File: src/rtl/codec_evt_pkg.sv
package codec_evt_pkg;
  localparam int REG_AW = 6;

  localparam logic [REG_AW-1:0] A_STAT  = 6'h00;
  localparam logic [REG_AW-1:0] A_OPER  = 6'h04;
  localparam logic [REG_AW-1:0] A_TFLG  = 6'h08;
  localparam logic [REG_AW-1:0] A_OFLG  = 6'h0C;
  localparam logic [REG_AW-1:0] A_IEN   = 6'h10;
  localparam logic [REG_AW-1:0] A_BOUND = 6'h14;
  localparam logic [REG_AW-1:0] A_TLIM  = 6'h18;
  localparam logic [REG_AW-1:0] A_SRST  = 6'h1C;
  localparam logic [REG_AW-1:0] A_BCNT  = 6'h20;
  localparam logic [REG_AW-1:0] A_TCNT  = 6'h24;

  localparam int ERR_N  = 3;
  localparam int IEN_W  = 2 + ERR_N;
  localparam int IEN_TMR = 0;
  localparam int IEN_OVF = 1;
  localparam int IEN_ERR = 2;
endpackage

File: src/rtl/codec_evt_cnt.sv
module codec_evt_cnt #(
  parameter int W      = 32,
  parameter bit STRICT = 1'b1
) (
  input  logic         clk,
  input  logic         rst,
  input  logic         clr,
  input  logic         inc,
  input  logic [W-1:0] limit,
  output logic [W-1:0] cnt,
  output logic         hit
);
  logic [W:0] nxt;
  assign nxt = {1'b0, cnt} + 1'b1;

  generate
    if (STRICT) begin : g_gt
      assign hit = inc && (nxt > {1'b0, limit});
    end else begin : g_ge
      assign hit = inc && (nxt >= {1'b0, limit});
    end
  endgenerate

  always_ff @(posedge clk) begin
    if (rst || clr) cnt <= '0;
    else if (inc && !(&cnt)) cnt <= cnt + 1'b1;
  end
endmodule

File: src/rtl/codec_evt_srst.sv
module codec_evt_srst #(
  parameter int CYC = 8
) (
  input  logic clk,
  input  logic rst,
  input  logic req,
  output logic active
);
  localparam int CW = $clog2(CYC + 1);
  logic [CW-1:0] left;
  logic [CW:0]   run;

  always_ff @(posedge clk) begin
    if (rst) begin
      left   <= '0;
      active <= 1'b0;
    end else if (req && !active) begin
      left   <= CW'(CYC - 1);
      active <= 1'b1;
    end else if (active) begin
      if (left == '0) active <= 1'b0;
      else left <= left - 1'b1;
    end
  end

  // run length watch for the assertion below
  always_ff @(posedge clk) begin
    if (rst || !active) run <= '0;
    else run <= run + 1'b1;
  end

  AST_SRST_ENDS: assert property (@(posedge clk) disable iff (rst)
    active && left == '0 |=> !active);
  AST_SRST_LEN: assert property (@(posedge clk) disable iff (rst)
    active |-> run < (CW+1)'(CYC));
endmodule

File: src/rtl/codec_evt_regs.sv
module codec_evt_regs
  import codec_evt_pkg::*;
#(
  parameter int DW = 32
) (
  input  logic              clk,
  input  logic              rst,
  input  logic              bus_sel,
  input  logic              bus_wr,
  input  logic [REG_AW-1:0] bus_addr,
  input  logic [DW-1:0]     bus_wdata,
  output logic [DW-1:0]     bus_rdata,
  output logic              bus_rvalid,
  input  logic              done_evt,
  input  logic              tmr_evt,
  input  logic              ovf_evt,
  input  logic [ERR_N-1:0]  err_evt,
  input  logic              start_ok,
  input  logic              srst_act,
  input  logic              busy,
  input  logic              frozen,
  input  logic [DW-1:0]     byte_cnt,
  input  logic [DW-1:0]     tick_cnt,
  output logic [1:0]        arm_en,
  output logic [DW-1:0]     bound,
  output logic [DW-1:0]     tlimit,
  output logic              srst_req,
  output logic              irq
);
  logic [IEN_W-1:0] ien;
  logic             done_f, tmr_f, ovf_f;
  logic [ERR_N-1:0] errs;
  logic             seen_stat, seen_oper;
  logic             rd, wr;
  logic             rd_stat, rd_oper, both_seen;

  assign rd = bus_sel && !bus_wr;
  assign wr = bus_sel && bus_wr;
  assign rd_stat = rd && bus_addr == A_STAT;
  assign rd_oper = rd && bus_addr == A_OPER;
  assign both_seen = (seen_stat || rd_stat) && (seen_oper || rd_oper);
  assign srst_req = wr && bus_addr == A_SRST && bus_wdata[0];
  assign arm_en = ien[IEN_OVF:IEN_TMR];

  // configuration: survives soft reset
  always_ff @(posedge clk) begin
    if (rst) begin
      ien    <= '0;
      bound  <= '1;
      tlimit <= '1;
    end else if (wr) begin
      case (bus_addr)
        A_IEN:   ien    <= bus_wdata[IEN_W-1:0];
        A_BOUND: bound  <= bus_wdata;
        A_TLIM:  tlimit <= bus_wdata;
        default: ;
      endcase
    end
  end

  // completion status and read handshake
  always_ff @(posedge clk) begin
    if (rst || srst_act || start_ok) begin
      done_f    <= 1'b0;
      errs      <= '0;
      seen_stat <= 1'b0;
      seen_oper <= 1'b0;
    end else if (done_evt) begin
      done_f    <= 1'b1;
      errs      <= errs | err_evt;
      seen_stat <= 1'b0;
      seen_oper <= 1'b0;
    end else if (done_f) begin
      if (both_seen) begin
        done_f    <= 1'b0;
        errs      <= '0;
        seen_stat <= 1'b0;
        seen_oper <= 1'b0;
      end else begin
        seen_stat <= seen_stat || rd_stat;
        seen_oper <= seen_oper || rd_oper;
      end
    end else begin
      errs <= errs | err_evt;
    end
  end

  // sticky stop flags, write one to clear
  always_ff @(posedge clk) begin
    if (rst || srst_act) begin
      tmr_f <= 1'b0;
      ovf_f <= 1'b0;
    end else begin
      if (tmr_evt) tmr_f <= 1'b1;
      else if (wr && bus_addr == A_TFLG && bus_wdata[0]) tmr_f <= 1'b0;
      if (ovf_evt) ovf_f <= 1'b1;
      else if (wr && bus_addr == A_OFLG && bus_wdata[0]) ovf_f <= 1'b0;
    end
  end

  always_ff @(posedge clk) begin
    if (rst) irq <= 1'b0;
    else irq <= done_f || (tmr_f && ien[IEN_TMR]) || (ovf_f && ien[IEN_OVF])
             || (|(errs & ien[IEN_W-1:IEN_ERR]));
  end

  always_ff @(posedge clk) begin
    if (rst) begin
      bus_rdata  <= '0;
      bus_rvalid <= 1'b0;
    end else begin
      bus_rvalid <= rd;
      if (rd) begin
        case (bus_addr)
          A_STAT:  bus_rdata <= DW'({done_f, 3'b000, errs});
          A_OPER:  bus_rdata <= DW'({frozen, busy});
          A_TFLG:  bus_rdata <= DW'(tmr_f);
          A_OFLG:  bus_rdata <= DW'(ovf_f);
          A_IEN:   bus_rdata <= DW'(ien);
          A_BOUND: bus_rdata <= bound;
          A_TLIM:  bus_rdata <= tlimit;
          A_SRST:  bus_rdata <= DW'(srst_act);
          A_BCNT:  bus_rdata <= byte_cnt;
          A_TCNT:  bus_rdata <= tick_cnt;
          default: bus_rdata <= '0;
        endcase
      end
    end
  end

  AST_SRST_WIPES: assert property (@(posedge clk) disable iff (rst)
    srst_act |=> !tmr_f && !ovf_f && !done_f);
  AST_IRQ_QUIET: assert property (@(posedge clk) disable iff (rst)
    !(done_f || tmr_f || ovf_f || (|errs)) |=> !irq);
  AST_DONE_HOLD: assert property (@(posedge clk) disable iff (rst)
    done_f && !rd_stat && !rd_oper && !srst_act && !start_ok |=> done_f);
endmodule

File: src/rtl/codec_evt_ctrl.sv
module codec_evt_ctrl
  import codec_evt_pkg::*;
#(
  parameter int DW          = 32,
  parameter int SRST_CYCLES = 8
) (
  input  logic              clk,
  input  logic              rst,
  input  logic              bus_sel,
  input  logic              bus_wr,
  input  logic [REG_AW-1:0] bus_addr,
  input  logic [DW-1:0]     bus_wdata,
  output logic [DW-1:0]     bus_rdata,
  output logic              bus_rvalid,
  input  logic              start,
  input  logic              done_in,
  input  logic              byte_stb,
  input  logic [ERR_N-1:0]  err_in,
  output logic              mem_req_en,
  output logic              irq
);
  logic             busy, frozen, srst_act, srst_req;
  logic             arm_tmr, arm_ovf, start_ok;
  logic [1:0]       arm_en;
  logic [DW-1:0]    bound, tlimit, byte_cnt, tick_cnt;
  logic             b_hit, t_hit;
  logic             done_evt, tmr_evt, ovf_evt;
  logic [ERR_N-1:0] err_evt;

  assign start_ok = start && !busy && !frozen && !srst_act;
  assign ovf_evt  = b_hit && arm_ovf;
  assign tmr_evt  = t_hit;
  assign done_evt = busy && done_in && !ovf_evt;
  assign err_evt  = busy ? err_in : '0;

  always_ff @(posedge clk) begin
    if (rst || srst_act) begin
      busy    <= 1'b0;
      frozen  <= 1'b0;
      arm_tmr <= 1'b0;
      arm_ovf <= 1'b0;
    end else if (start_ok) begin
      busy    <= 1'b1;
      arm_tmr <= arm_en[IEN_TMR];
      arm_ovf <= arm_en[IEN_OVF];
    end else begin
      if (done_evt || ovf_evt || tmr_evt) busy <= 1'b0;
      if (ovf_evt || tmr_evt) frozen <= 1'b1;
    end
  end

  assign mem_req_en = busy;

  codec_evt_cnt #(.W(DW), .STRICT(1'b1)) u_bytes (
    .clk(clk), .rst(rst), .clr(start_ok || srst_act),
    .inc(busy && byte_stb), .limit(bound), .cnt(byte_cnt), .hit(b_hit)
  );

  codec_evt_cnt #(.W(DW), .STRICT(1'b0)) u_ticks (
    .clk(clk), .rst(rst), .clr(start_ok || srst_act),
    .inc(busy && arm_tmr && !done_in), .limit(tlimit), .cnt(tick_cnt), .hit(t_hit)
  );

  codec_evt_srst #(.CYC(SRST_CYCLES)) u_srst (
    .clk(clk), .rst(rst), .req(srst_req), .active(srst_act)
  );

  codec_evt_regs #(.DW(DW)) u_regs (
    .clk(clk), .rst(rst),
    .bus_sel(bus_sel), .bus_wr(bus_wr), .bus_addr(bus_addr), .bus_wdata(bus_wdata),
    .bus_rdata(bus_rdata), .bus_rvalid(bus_rvalid),
    .done_evt(done_evt), .tmr_evt(tmr_evt), .ovf_evt(ovf_evt), .err_evt(err_evt),
    .start_ok(start_ok), .srst_act(srst_act), .busy(busy), .frozen(frozen),
    .byte_cnt(byte_cnt), .tick_cnt(tick_cnt),
    .arm_en(arm_en), .bound(bound), .tlimit(tlimit), .srst_req(srst_req), .irq(irq)
  );

  AST_OVF_HALTS: assert property (@(posedge clk) disable iff (rst)
    ovf_evt |=> !mem_req_en);
  AST_FROZEN_NO_START: assert property (@(posedge clk) disable iff (rst)
    frozen && !busy |=> !busy);
  AST_DONE_STOPS: assert property (@(posedge clk) disable iff (rst)
    done_evt |=> !mem_req_en);
  AST_TMR_ONLY_RUNNING: assert property (@(posedge clk) disable iff (rst)
    tmr_evt |-> $past(busy));
endmodule

File: config.mk
export PLATFORM = sky130hd
export DESIGN_NAME = codec_evt_ctrl
export DESIGN_NICKNAME = d
export VERILOG_FILES = /design/src/rtl/codec_evt_pkg.sv /design/src/rtl/codec_evt_cnt.sv /design/src/rtl/codec_evt_srst.sv /design/src/rtl/codec_evt_regs.sv /design/src/rtl/codec_evt_ctrl.sv
export SDC_FILE = /design/constraint.sdc
export NUM_CORES = 1
export LEC_CHECK = 0
export ABC_AREA = 1
export ABC_CLOCK_PERIOD_IN_PS = 5800
export BUFFER_PORTS_ARGS = -buffer_cell sky130_fd_sc_hd__buf_4
export CAP_MARGIN = 25
export CORE_ASPECT_RATIO = 0.8
export CORE_MARGIN = 2
export CORE_UTILIZATION = 45
export DETAILED_ROUTE_END_ITERATION = 12
export PLACE_DENSITY_LB_ADDON = 0.15
export SETUP_SLACK_MARGIN = 0.15
export SYNTH_ARGS = -nofsm -noshare
export SYNTH_HDL_FRONTEND = slang
export SYNTH_SLANG_ARGS = --single-unit
File: constraint.sdc
create_clock -name clk -period 5.8 [get_ports clk]
set_input_delay 0.29 -clock clk [delete_from_list [all_inputs] [get_ports clk]]
set_output_delay 0.29 -clock clk [all_outputs]
set_load 0.02 [all_outputs]
==> results.json <==
{
  "overflow": 0,
  "syn_to_final_growth_pct": 13.2,
  "syn_nets": 1596,
  "crit_fanout": 6,
  "cts-root-buf": "clkbuf_16",
  "dr.pass1.iters": 6,
  "drc_errors": 0,
  "grtUsageMet1_pct": 43.4,
  "arrival_ns": 4.33,
  "die_height_um": 142,
  "cp-start-kind": "register",
  "die_area_um2": 24900,
  "cp.required_ns": 6.16,
  "nNetsFinal": 1645,
  "ys_seq_elements": 184,
  "synth_top_area_cell": "dfxtp_1",
  "setup_viol": 0,
  "die_x_um": 176,
  "antenna_found_initial": 0,
  "ys_seq_area_share_pct": 34.6,
  "cts_tree": "yes",
  "hold_viol": 0,
  "slew_headroom_pct": 39.3,
  "synth_warnings": 0,
  "max_freq_ghz": 0.251,
  "grt_usage_pct": 28.9,
  "synth_top_area_share_pct": 34.6,
  "cts_hold_buf": 0,
  "drive_gt1_share_pct": 11.9,
  "cts-resized-gates": 0,
  "antenna_left": 0,
  "detail_route.wl_per_cell_um": 19.3,
  "pin_count": 83,
  "period_share_pct": 68.6,
  "synth-edff-count": 0,
  "fin_skew_ns": 0.0126,
  "row_count": 50,
  "syn_area_um2": 10700,
  "cts_setup_buffers": 0,
  "clk_pin_slew_ns": 0.08,
  "layout_common_cells": "nand2_1 (266), inv_1 (199), dfxtp_1 (184)",
  "power.density_nw_per_um2": 218,
  "met2_usage_pct": 43.1,
  "clock_insertion_delay_worst_skew_ns": 0.45,
  "period_minus_slack_ns": 3.98,
  "grt_max_degree": 62,
  "top_usage_layer": "met1",
  "synthCells": 1480,
  "cp-end-kind": "register",
  "p_leak_nw": 5.46,
  "cap_violations": 0,
  "crit_type": "reg -> reg",
  "worst_pin_slew_ns": 0.908,
  "drv_slew": 0,
  "clock_path_buffers": 2,
  "num_antenna_cells": 0,
  "rsz0062_at_grt": "no",
  "routed_via_density": 5.61,
  "core_um2": 23300,
  "fin_setup_tns_ns": 0,
  "vdd_ir_drop_max_v": 0.000178,
  "dp_hpwl_mm": 26.7,
  "ys.flop_type": "dfxtp_1",
  "initial_core_util_pct": 45.6,
  "globalplace.congestion": 0.944,
  "vias": 10400,
  "ys_types": 44,
  "status": "finished clean",
  "yosys-top-cells-area": "dfxtp_1 (35%), nand2_1 (9.4%), ha_1 (8.0%), inv_1 (7.0%), a21oi_1 (6.0%)",
  "port_buffers": 82,
  "met3_usage_pct": 4.90,
  "h-tree-depth": 4,
  "cts_buffers": 17,
  "finalWirelength_mm": 35.8,
  "grt_pass1_wl_mm": 54.9,
  "hold_path.class": "in -> reg",
  "async_flop_share_pct": 0,
  "clock_sinks": 184,
  "final_util_pct": 51.7,
  "drt_iter0_drc": 1146,
  "syn_area_per_cell_um2": 7.20,
  "grt_pass1_vias": 9362,
  "layout_commonest_cell": "nand2_1",
  "fill_cells": 2293,
  "whs_ns": 0.0697
}
critical path, stage by stage, from the launching register on:
cell	delay [ns]
dfxtp_1	0.46
ha_1	0.22
nand2_1	0.09
nor2_4	0.16
nand2_2	0.12
nor2_2	0.14
nand4_1	0.21
nor3_2	0.24
nor3b_2	0.24
xor2_1	0.25
inv_1	0.08
ha_1	0.30
nand2_1	0.14
nor4_1	0.37
nand4_1	0.15
nor2_1	0.13
nor2_1	0.07
nand2_2	0.14
nand2_4	0.11
nand2_4	0.08
nand2_1	0.05
a21oi_1	0.14
final cells by class:
type                       count  area (um2)  share of cell area (%)
sequential                   184        3680                    30.6
inverter                     209         785                    6.51
tap                          312         390                    3.24
clock buffer                  18         429                    3.56
clock inverter                14         129                    1.07
multi-input combinational   1025        5940                    49.3
timing repair buffer          92         698                    5.79
per-stage QoR:
step | std cells | worst slack [ns] | total power, mW | cell area, um2
6_report | 1854 | 1.82 | 2.62 | 12100
5_1_grt | 1854 | 1.55 | 2.70 | 12100
4_1_cts | 1853 | 1.89 | 2.63 | 12000
3_5_place_dp | 1821 | 1.95 | 1.50 | 11500
3_3_place_gp | 1821 | 1.94 | 1.50 | 11500
2_1_floorplan | 1480 | 2.73 | 1.42 | 10700
report_power, final:
part | internal (mW) | switching (mW) | leakage [nW]
combinational | 0.0569 | 0.119 | 3.70
clock | 0.569 | 0.581 | 0.277
sequential | 1.28 | 0.0195 | 1.49
total | 1.90 | 0.719 | 5.46
per-layer routing:
| metal | vias up | part of all wire, % |
|---|---|---|
| met2 | 395 | 43 |
| li1 | 5090 | - |
| met5 | - | 0 |
| met4 | 0 | 1.1 |
| met3 | 26 | 7.8 |
| met1 | 4883 | 48 |
Yosys cell counts (3+ instances only):
cell type    n
a221oi_1     5
or2_2        4
nor2_2       8
nor2_4       9
buf_2       21
nand3_1     35
inv_2        9
nand2_2     12
o31ai_1      3
nor3_1      18
dfxtp_1    184
nor3_2       6
nand4_1     30
a211oi_1    12
o22ai_1     41
a22oi_1      6
o221ai_1     4
nand2_1    267
xor2_1      46
a21oi_1    127
clkbuf_1    40
xnor2_1      3
inv_1      199
nor4_1      10
o211ai_1    66
o21ai_0    115
nor2_1     107
ha_1        68
a21o_1       3
path summary, 6_finish.rpt:
path                         endpoint  slack [ns]                 from  depth (start not counted)
setup reg to reg       u_regs.errs[1]        1.82       u_bytes.cnt[0]                         21
setup / recovery       u_regs.errs[1]        1.82       u_bytes.cnt[0]                         21
hold reg to reg   u_regs.bus_rdata[0]        0.47  u_regs.bus_rdata[0]                          2
hold / removal       u_regs.tlimit[8]        0.07         bus_wdata[8]                          3
flip-flops by register name, indices dropped and copies added, names as in the netlist, 3 cells and up:
register          count
u_bytes.cnt          32
u_regs.tlimit        32
u_regs.bound         32
u_ticks.cnt          32
u_regs.errs           3
u_srst.left           4
u_regs.ien            5
u_regs.bus_rdata     32
cells by family (layout without fill, tap and decap cells):
logic type / Yosys count / in the layout / share of synthesized area (%)
adders and majority gates: 68 / 68 / 7.99
DFF: 184 / 184 / 34.6
and+or+nand+nor: 519 / 519 / 22.2
AOI/OAI and AO/OA: 389 / 389 / 21.4
buffers and inverters: 271 / 333 / 9.80
xor gates and xnor gates: 49 / 49 / 4.03
No activity file was read; power rests on OpenSTA's default activity.
